File: config.mk
export PLATFORM = sky130hd
export DESIGN_NAME = twi_regmap_slave
export DESIGN_NICKNAME = d
export VERILOG_FILES = /design/src/rtl/twi_pkg.sv /design/src/rtl/twi_bus_sync.sv /design/src/rtl/twi_regfile.sv /design/src/rtl/twi_proto.sv /design/src/rtl/twi_regmap_slave.sv
export SDC_FILE = /design/constraint.sdc
export NUM_CORES = 1
export LEC_CHECK = 0
export BUFFER_PORTS_ARGS = -buffer_cell sky130_fd_sc_hd__buf_2
export CAP_MARGIN = 15
export CORE_ASPECT_RATIO = 0.75
export CORE_MARGIN = 3
export CORE_UTILIZATION = 25
export DETAILED_ROUTE_END_ITERATION = 12
export HOLD_SLACK_MARGIN = 0.12
export SETUP_SLACK_MARGIN = 0.3
export SYNTH_ARGS = -nofsm -noshare
export SYNTH_HDL_FRONTEND = slang
export SYNTH_SLANG_ARGS = --single-unit
File: constraint.sdc
create_clock -name clk -period 3.61 [get_ports clk]
set_clock_uncertainty 0.15 [all_clocks]
set_input_delay 0 -clock clk [delete_from_list [all_inputs] [get_ports clk]]
set_output_delay 0 -clock clk [all_outputs]
set_load 0.05 [all_outputs]
File: src/rtl/twi_pkg.sv
package twi_pkg;

    // Fixed device-type nibble in the address byte
    localparam logic [3:0] DEV_TYPE   = 4'b1010;

    // Map locations whose behaviour differs
    localparam logic [7:0] A_CFG0     = 8'h80;
    localparam logic [7:0] A_SEL      = 8'h81;
    localparam logic [7:0] A_DIRECT   = 8'h83;
    localparam logic [7:0] A_CFG5     = 8'h85;
    localparam logic [7:0] A_LATCH    = 8'h86;
    localparam logic [7:0] A_CTL_LAST = 8'h8F;
    localparam logic [7:0] A_TBL_BASE = 8'h90;

    localparam logic [7:0] LATCH_SET  = 8'h80;
    localparam logic [7:0] LATCH_CLR  = 8'h00;

    typedef enum logic [2:0] {
        ST_IDLE,
        ST_RX,
        ST_ACK,
        ST_TX,
        ST_MACK
    } bus_state_e;

    typedef enum logic [1:0] {
        PH_DEV,
        PH_WADDR,
        PH_WDATA
    } byte_role_e;

    function automatic logic single_only(input logic [7:0] a);
        return (a == A_CFG0) || (a == A_CFG5) || (a == A_LATCH);
    endfunction

endpackage

File: src/rtl/twi_bus_sync.sv
module twi_bus_sync (
    input  logic clk,
    input  logic rst_n,
    input  logic scl_i,
    input  logic sda_i,
    output logic sda_o,
    output logic start_o,
    output logic stop_o,
    output logic rise_o,
    output logic fall_o
);

    typedef struct packed {
        logic [2:0] scl;
        logic [2:0] sda;
    } sy_t;

    sy_t q, d;

    always_comb begin
        d     = q;
        d.scl = {q.scl[1:0], scl_i};
        d.sda = {q.sda[1:0], sda_i};
    end

    always_ff @(posedge clk or negedge rst_n) begin
        if (!rst_n) q <= '1;
        else        q <= d;
    end

    // bit 1 is the synchronised level, bit 2 the level one clock earlier
    assign sda_o   = q.sda[1];
    assign rise_o  =  q.scl[1] & ~q.scl[2];
    assign fall_o  = ~q.scl[1] &  q.scl[2];
    assign start_o =  q.scl[1] &  q.scl[2] &  q.sda[2] & ~q.sda[1];
    assign stop_o  =  q.scl[1] &  q.scl[2] & ~q.sda[2] &  q.sda[1];

endmodule

File: src/rtl/twi_regfile.sv
module twi_regfile import twi_pkg::*; #(
    parameter int          TBL_ROWS = 64,
    parameter logic [7:0]  CFG0_RST = 8'h08,
    parameter logic [7:0]  CFG5_RST = 8'h03
) (
    input  logic       clk,
    input  logic       rst_n,
    input  logic       wr_en_i,
    input  logic [7:0] wr_addr_i,
    input  logic [7:0] wr_data_i,
    input  logic [7:0] rd_addr_i,
    output logic [7:0] rd_data_o,
    output logic       wel_o
);

    localparam int         RW       = $clog2(TBL_ROWS);
    localparam logic [7:0] TBL_LAST = 8'(int'(A_TBL_BASE) + TBL_ROWS - 1);

    typedef struct packed {
        logic [7:0] cfg0;
        logic [5:0] sel;
        logic [7:0] direct;
        logic [7:0] cfg5;
        logic       wel;
    } ctl_t;

    ctl_t       ctl_q, ctl_d;
    logic [7:0] tbl_q [TBL_ROWS];
    logic [7:0] tbl_d [TBL_ROWS];

    function automatic logic in_table(input logic [7:0] a);
        return (a >= A_TBL_BASE) && (a <= TBL_LAST);
    endfunction

    always_comb begin
        ctl_d = ctl_q;
        for (int i = 0; i < TBL_ROWS; i++) tbl_d[i] = tbl_q[i];
        if (wr_en_i) begin
            case (wr_addr_i)
                A_CFG0:   ctl_d.cfg0   = wr_data_i;
                A_SEL:    ctl_d.sel    = wr_data_i[5:0];
                A_DIRECT: ctl_d.direct = wr_data_i;
                A_CFG5:   ctl_d.cfg5   = wr_data_i;
                A_LATCH: begin
                    if (wr_data_i == LATCH_SET)      ctl_d.wel = 1'b1;
                    else if (wr_data_i == LATCH_CLR) ctl_d.wel = 1'b0;
                end
                default: begin
                    if (in_table(wr_addr_i))
                        tbl_d[RW'(wr_addr_i - A_TBL_BASE)] = wr_data_i;
                end
            endcase
        end
    end

    always_ff @(posedge clk or negedge rst_n) begin
        if (!rst_n) begin
            ctl_q <= '{cfg0: CFG0_RST, sel: '0, direct: '0, cfg5: CFG5_RST, wel: 1'b0};
            for (int i = 0; i < TBL_ROWS; i++) tbl_q[i] <= '0;
        end else begin
            ctl_q <= ctl_d;
            for (int i = 0; i < TBL_ROWS; i++) tbl_q[i] <= tbl_d[i];
        end
    end

    always_comb begin
        if (in_table(rd_addr_i)) begin
            rd_data_o = tbl_q[RW'(rd_addr_i - A_TBL_BASE)];
        end else if (rd_addr_i >= A_CFG0 && rd_addr_i <= A_CTL_LAST) begin
            case (rd_addr_i)
                A_CFG0:   rd_data_o = ctl_q.cfg0;
                A_SEL:    rd_data_o = {2'b00, ctl_q.sel};
                A_DIRECT: rd_data_o = ctl_q.direct;
                A_CFG5:   rd_data_o = ctl_q.cfg5;
                A_LATCH:  rd_data_o = {ctl_q.wel, 7'b0};
                default:  rd_data_o = 8'h00;
            endcase
        end else begin
            rd_data_o = 8'hFF;
        end
    end

    assign wel_o = ctl_q.wel;

endmodule

File: src/rtl/twi_proto.sv
module twi_proto import twi_pkg::*; #(
    parameter int BUSY_CYCLES = 50000,
    parameter int TBL_ROWS    = 64,
    parameter int PAGE_BITS   = 4
) (
    input  logic       clk,
    input  logic       rst_n,
    input  logic       start_i,
    input  logic       stop_i,
    input  logic       rise_i,
    input  logic       fall_i,
    input  logic       sda_i,
    input  logic [2:0] dev_sel_i,
    input  logic       wp_n_i,
    input  logic       wel_i,
    input  logic [7:0] rd_data_i,
    output logic [7:0] rd_addr_o,
    output logic       wr_en_o,
    output logic [7:0] wr_addr_o,
    output logic [7:0] wr_data_o,
    output logic       sda_oe_o,
    output logic       busy_o
);

    localparam int         BW       = $clog2(BUSY_CYCLES + 1);
    localparam logic [7:0] TBL_LAST = 8'(int'(A_TBL_BASE) + TBL_ROWS - 1);
    localparam logic [7:0] PMASK    = 8'((1 << PAGE_BITS) - 1);

    typedef struct packed {
        bus_state_e    state;
        byte_role_e    role;
        logic [3:0]    cnt;
        logic [7:0]    sh;
        logic [7:0]    ptr;
        logic          rnw;
        logic          drive;
        logic          locked;
        logic          dirty;
        logic          mack;
        logic [BW-1:0] busy_cnt;
    } st_t;

    st_t  q, d;
    logic busy, dev_ok, data_ok;

    function automatic logic in_table(input logic [7:0] a);
        return (a >= A_TBL_BASE) && (a <= TBL_LAST);
    endfunction

    function automatic logic persistent(input logic [7:0] a);
        return (a == A_CFG0) || (a == A_CFG5) || in_table(a);
    endfunction

    function automatic logic [7:0] step_wr(input logic [7:0] a);
        if (in_table(a)) return (a & ~PMASK) | ((a + 8'd1) & PMASK);
        return a + 8'd1;
    endfunction

    assign busy    = (q.busy_cnt != '0);
    assign dev_ok  = (q.sh[7:1] == {DEV_TYPE, dev_sel_i});
    assign data_ok = !q.locked && ((q.ptr == A_LATCH) || (wel_i && wp_n_i));

    always_comb begin
        d         = q;
        wr_en_o   = 1'b0;
        wr_addr_o = q.ptr;
        wr_data_o = q.sh;
        if (busy) begin
            d.busy_cnt = q.busy_cnt - BW'(1);
            d.state    = ST_IDLE;
            d.drive    = 1'b0;
        end else if (start_i) begin
            d.state  = ST_RX;
            d.role   = PH_DEV;
            d.cnt    = '0;
            d.drive  = 1'b0;
            d.locked = 1'b0;
        end else if (stop_i) begin
            d.state = ST_IDLE;
            d.drive = 1'b0;
            if (q.dirty) begin
                d.busy_cnt = BW'(BUSY_CYCLES);
                d.dirty    = 1'b0;
            end
        end else begin
            case (q.state)
                ST_RX: begin
                    if (rise_i && q.cnt < 4'd8) begin
                        d.sh  = {q.sh[6:0], sda_i};
                        d.cnt = q.cnt + 4'd1;
                    end else if (fall_i && q.cnt == 4'd8) begin
                        d.state = ST_IDLE;
                        case (q.role)
                            PH_DEV: begin
                                if (dev_ok) begin
                                    d.state = ST_ACK;
                                    d.drive = 1'b1;
                                    d.rnw   = q.sh[0];
                                end
                            end
                            PH_WADDR: begin
                                d.ptr   = q.sh;
                                d.state = ST_ACK;
                                d.drive = 1'b1;
                            end
                            default: begin
                                if (data_ok) begin
                                    wr_en_o = 1'b1;
                                    d.state = ST_ACK;
                                    d.drive = 1'b1;
                                    d.ptr   = step_wr(q.ptr);
                                    if (single_only(q.ptr)) d.locked = 1'b1;
                                    if (persistent(q.ptr))  d.dirty  = 1'b1;
                                end
                            end
                        endcase
                    end
                end
                ST_ACK: begin
                    if (fall_i) begin
                        d.drive = 1'b0;
                        d.cnt   = '0;
                        case (q.role)
                            PH_DEV: begin
                                if (q.rnw) begin
                                    d.state = ST_TX;
                                    d.sh    = rd_data_i;
                                    d.drive = ~rd_data_i[7];
                                end else begin
                                    d.state = ST_RX;
                                    d.role  = PH_WADDR;
                                end
                            end
                            default: begin
                                d.state = ST_RX;
                                d.role  = PH_WDATA;
                            end
                        endcase
                    end
                end
                ST_TX: begin
                    if (rise_i && q.cnt < 4'd8) begin
                        d.cnt = q.cnt + 4'd1;
                    end else if (fall_i && q.cnt == 4'd8) begin
                        d.drive = 1'b0;
                        d.state = ST_MACK;
                    end else if (fall_i && q.cnt != 4'd0) begin
                        d.sh    = {q.sh[6:0], 1'b0};
                        d.drive = ~q.sh[6];
                    end
                end
                ST_MACK: begin
                    if (rise_i) begin
                        d.mack = !sda_i;
                    end else if (fall_i) begin
                        d.ptr = q.ptr + 8'd1;
                        if (q.mack) begin
                            d.state = ST_TX;
                            d.cnt   = '0;
                            d.sh    = rd_data_i;
                            d.drive = ~rd_data_i[7];
                        end else begin
                            d.state = ST_IDLE;
                        end
                    end
                end
                default: ;
            endcase
        end
    end

    always_ff @(posedge clk or negedge rst_n) begin
        if (!rst_n) q <= '0;
        else        q <= d;
    end

    assign rd_addr_o = (q.state == ST_MACK) ? q.ptr + 8'd1 : q.ptr;
    assign sda_oe_o  = q.drive;
    assign busy_o    = busy;

endmodule

File: src/rtl/twi_regmap_slave.sv
module twi_regmap_slave #(
    parameter int         BUSY_CYCLES = 50000,
    parameter int         TBL_ROWS    = 64,
    parameter int         PAGE_BITS   = 4,
    parameter logic [7:0] CFG0_RST    = 8'h08,
    parameter logic [7:0] CFG5_RST    = 8'h03
) (
    input  logic       clk,
    input  logic       rst_n,
    input  logic       scl_i,
    input  logic       sda_i,
    input  logic [2:0] dev_sel_i,
    input  logic       wp_n_i,
    output logic       sda_oe_o
);

    logic       sda_s, start_det, stop_det, scl_rise, scl_fall;
    logic       wr_en, wel, busy;
    logic [7:0] wr_addr, wr_data, rd_addr, rd_data;

    twi_bus_sync u_sync (
        .clk     (clk),
        .rst_n   (rst_n),
        .scl_i   (scl_i),
        .sda_i   (sda_i),
        .sda_o   (sda_s),
        .start_o (start_det),
        .stop_o  (stop_det),
        .rise_o  (scl_rise),
        .fall_o  (scl_fall)
    );

    twi_proto #(
        .BUSY_CYCLES (BUSY_CYCLES),
        .TBL_ROWS    (TBL_ROWS),
        .PAGE_BITS   (PAGE_BITS)
    ) u_proto (
        .clk       (clk),
        .rst_n     (rst_n),
        .start_i   (start_det),
        .stop_i    (stop_det),
        .rise_i    (scl_rise),
        .fall_i    (scl_fall),
        .sda_i     (sda_s),
        .dev_sel_i (dev_sel_i),
        .wp_n_i    (wp_n_i),
        .wel_i     (wel),
        .rd_data_i (rd_data),
        .rd_addr_o (rd_addr),
        .wr_en_o   (wr_en),
        .wr_addr_o (wr_addr),
        .wr_data_o (wr_data),
        .sda_oe_o  (sda_oe_o),
        .busy_o    (busy)
    );

    twi_regfile #(
        .TBL_ROWS (TBL_ROWS),
        .CFG0_RST (CFG0_RST),
        .CFG5_RST (CFG5_RST)
    ) u_regs (
        .clk       (clk),
        .rst_n     (rst_n),
        .wr_en_i   (wr_en),
        .wr_addr_i (wr_addr),
        .wr_data_i (wr_data),
        .rd_addr_i (rd_addr),
        .rd_data_o (rd_data),
        .wel_o     (wel)
    );

endmodule

==> results.toml <==
[sta]
post-route-min-period_ns = 3.35
rsz0062_at_grt = "yes"
setup_viol = 0
tightest_slew_ns = 1.02
maxSlewHeadroom = 0.321
timing_max_transition_violations_final = 0
setup_tns_ns = 0
period_share = 0.927
hold_violations = 0
clock.fmax_mhz = 299

[logic_synthesis]
synth_most_common_cell = "dfrtp_1"
async_flop_share = 1.00
yosys_register_bits = 595
synth_area_sq_um = 28400
ys_top_cells_by_count = "dfrtp_1 (586), mux2_2 (533), o22ai_1 (200), clkbuf_1 (139), nand2_1 (119)"
ys_types = 86
synth_area_leaders = "dfrtp_1 (52%), mux2_2 (21%), o22ai_1 (4.4%)"
avgSynthCellArea_sq_um = 12.0
synth_top_area_cell = "dfrtp_1"
synthCells = 2358
syn-num-nets = 2376
synth_edf_count = 0
yosysWarnings = 0
synth_top_area_frac = 0.517
synth_ff_type = "dfrtp_1"
ys_seq_area_frac = 0.525

[final_layout]
nFillCells = 11166
drive_gt1_frac = 0.425
area_growth_syn_to_layout_pct = 23.9
final_cells = 4061
finalNetCount = 2523

[pwr]
power.total_uw = 20100
p_per_area_nw_per_um2 = 572
p_sw_uw = 7240
power_frac_clock = 0.322
ir_drop_v = 0.000469
swShare = 0.360
combPwrFrac = 0.331
power.internal_uw = 12900
seqPwrFrac = 0.347
p_leak_uw = 0.0161

[floorplan]
dieArea_sq_um = 118000
die_height_um = 298
rows = 106
core_sq_um = 112000
die_w_um = 395
initial_core_util = 0.253
io-pin-count = 9

[critical_path]
path_class = "register to register"
crit_required_ns = 4.04
end_kind = "register"
crit_path_max_fanout = 15
critPathLaunchType = "register"
arrival_ns = 3.78

[drt]
ant_nets = 0
drt_first_pass_iters = 7
vias = 20869
post_drt_wl_per_cell_um = 21.4
via_per_inst = 5.14
drc = 0
finalWirelength_um = 87000
drt_iter0_markers = 1777

[cts]
root_buffer = "clkbuf_16"
ctsHtreeMaxLevel = 2
numCtsBuffers = 57
clkSlewWorstSetupHoldPaths_ns = 0.07
insertion_delay_ns = 0.67
clock_sinks = 595
cts_tree = "built"
clock_path_buffers = 3

[place]
io_buffers = 8
dp.cells = 3865
gp_congestion = 0.897
place.detailed.hpwl_um = 54100

[grt]
antenna_found_initial = 3
grt_usage = 0.142
grt_max_degree = 96
grt_pass1_wl_um = 131000
overflow = 0
first_global_vias = 20628

[run_status]
run_status = "complete, no violations"

[worst_hold_path]
hp-class = "register to register"

[run]
maxCapViolCount = 0
-- cell type report --
class | count | area (sq um) | area share
clock buffer | 84 | 1740 | 0.0494
clock inverter | 18 | 293 | 0.00833
multi-input combinational | 1560 | 13300 | 0.378
timing repair buffer | 278 | 2960 | 0.0843
tap | 1512 | 1890 | 0.0538
antenna | 1 | 2.50 | 0.0000712
inverter | 13 | 53.8 | 0.00153
sequential | 595 | 14900 | 0.424
-- power groups by stage --
stage / Sequential [uW] / Clock, uW / Combinational [uW]
2_1_floorplan: 6940 / 0 / 3330
6_report: 6990 / 6470 / 6660
3_3_place_gp: 7100 / 0 / 5770
4_1_cts: 6980 / 6610 / 6220
3_5_place_dp: 7100 / 0 / 5760
5_1_grt: 6990 / 6890 / 7050
-- placed cells by master, fill, tap and decap left out, drive strengths merged, types with 10 or more instances in the layout --
| master | n |
|---|---|
| a31oi | 32 |
| nand3 | 30 |
| nor2b | 10 |
| o21ai | 77 |
| nor2 | 111 |
| mux2 | 554 |
| or3 | 26 |
| and3 | 19 |
| mux2i | 24 |
| buf | 264 |
| nand2b | 13 |
| a221oi | 10 |
| dfrtp | 586 |
| ha | 10 |
| a21oi | 55 |
| nor3 | 70 |
| inv | 16 |
| o22ai | 200 |
| nand2 | 127 |
| o311ai | 27 |
| xor2 | 10 |
| a211oi | 13 |
| clkbuf | 87 |
| nor4 | 11 |
-- routing by layer --
| layer | vias up | wire length [um] | global-route usage | share of wire |
|---|---|---|---|---|
| li1 | 9130 | - | - | - |
| met1 | 10881 | 41700 | 0.215 | 0.48 |
| met2 | 728 | 35700 | 0.196 | 0.41 |
| met3 | 128 | 7600 | 0.0395 | 0.087 |
| met4 | 2 | 1950 | 0.0367 | 0.022 |
| met5 | - | 79 | 0 | 0.00091 |
-- through the flow --
| step | hold slack (ns) | utilization | area, sq um | setup WS, ns |
|---|---|---|---|---|
| after floorplan | -0.446 | - | 28500 | 0.316 |
| after global placement | -0.0301 | 0.280 | 31300 | -0.165 |
| after detailed placement | -0.0281 | 0.280 | 31300 | -0.117 |
| after CTS | 0.183 | 0.307 | 34400 | 0.187 |
| after global routing | 0.214 | 0.314 | 35200 | 0.187 |
| final | 0.214 | 0.314 | 35200 | 0.263 |
-- path summary, 6_finish.rpt --
| path | to | cells past startpoint | from | slack (ns) |
|---|---|---|---|---|
| hold reg to reg | u_sync.sda_o$_DFF_PN1_ | 0 | u_sync.d[1]$_DFF_PN1_ | 0.21 |
| setup / recovery | u_proto.wr_data_o[4]$_DFFE_PN0P_ | 13 | u_proto.q[43]$_DFFE_PN0P_ | 0.26 |
| setup reg to reg | u_proto.wr_data_o[4]$_DFFE_PN0P_ | 13 | u_proto.q[43]$_DFFE_PN0P_ | 0.26 |
| min in group asynchronous | u_regs.tbl_q[318]$_DFFE_PN0P_ | 4 | rst_n | 0.56 |
| max in group asynchronous | u_regs.ctl_q[24]$_DFFE_PN0P_ | 4 | rst_n | 2.25 |
| hold / removal | u_sync.sda_o$_DFF_PN1_ | 0 | u_sync.d[1]$_DFF_PN1_ | 0.21 |
-- what timing repair did --
item / CTS / global route
endpoints found under the hold margin: 593 / 0
cloned: 3 / 4
gates resized for setup: 97 / 83
hold buffers: 10 / 0
endpoints found under the setup margin: 425 / 429
pin swaps: 26 / 39
buffers inserted: 34 / 42
-- logic make-up after synthesis --
group | share of synthesized area
AO/OA/AOI/OAI | 0.112
XOR/XNOR | 0.00586
adder cells (fa/ha/maj) | 0.00441
buffers and inverters | 0.0286
flip-flops | 0.525
multiplexers | 0.233
AND/OR/NAND/NOR | 0.0918
-- state kept, by name (all words and copies together) (netlist names) --
name               count
u_sync.q               2
u_sync.d               3
u_proto.wr_addr_o      8
u_regs.ctl_q          30
u_regs.wel_o           1
u_regs.tbl_q         512
u_sync.sda_o           1
u_proto.wr_data_o      8
u_proto.sda_oe_o       1
u_proto.q             29
-- worst max-delay path: stages, from the launching register on --
cell	delay, ns
dfrtp_2	0.44
or3b_4	0.42
buf_4	0.18
a22oi_2	0.20
buf_12	0.23
buf_4	0.16
o22ai_1	0.07
o311ai_0	0.46
buf_4	0.21
o311ai_0	0.17
buf_4	0.21
a21oi_1	0.15
a21oi_1	0.05
a31oi_1	0.18
Power figures use the tool's default switching activity.
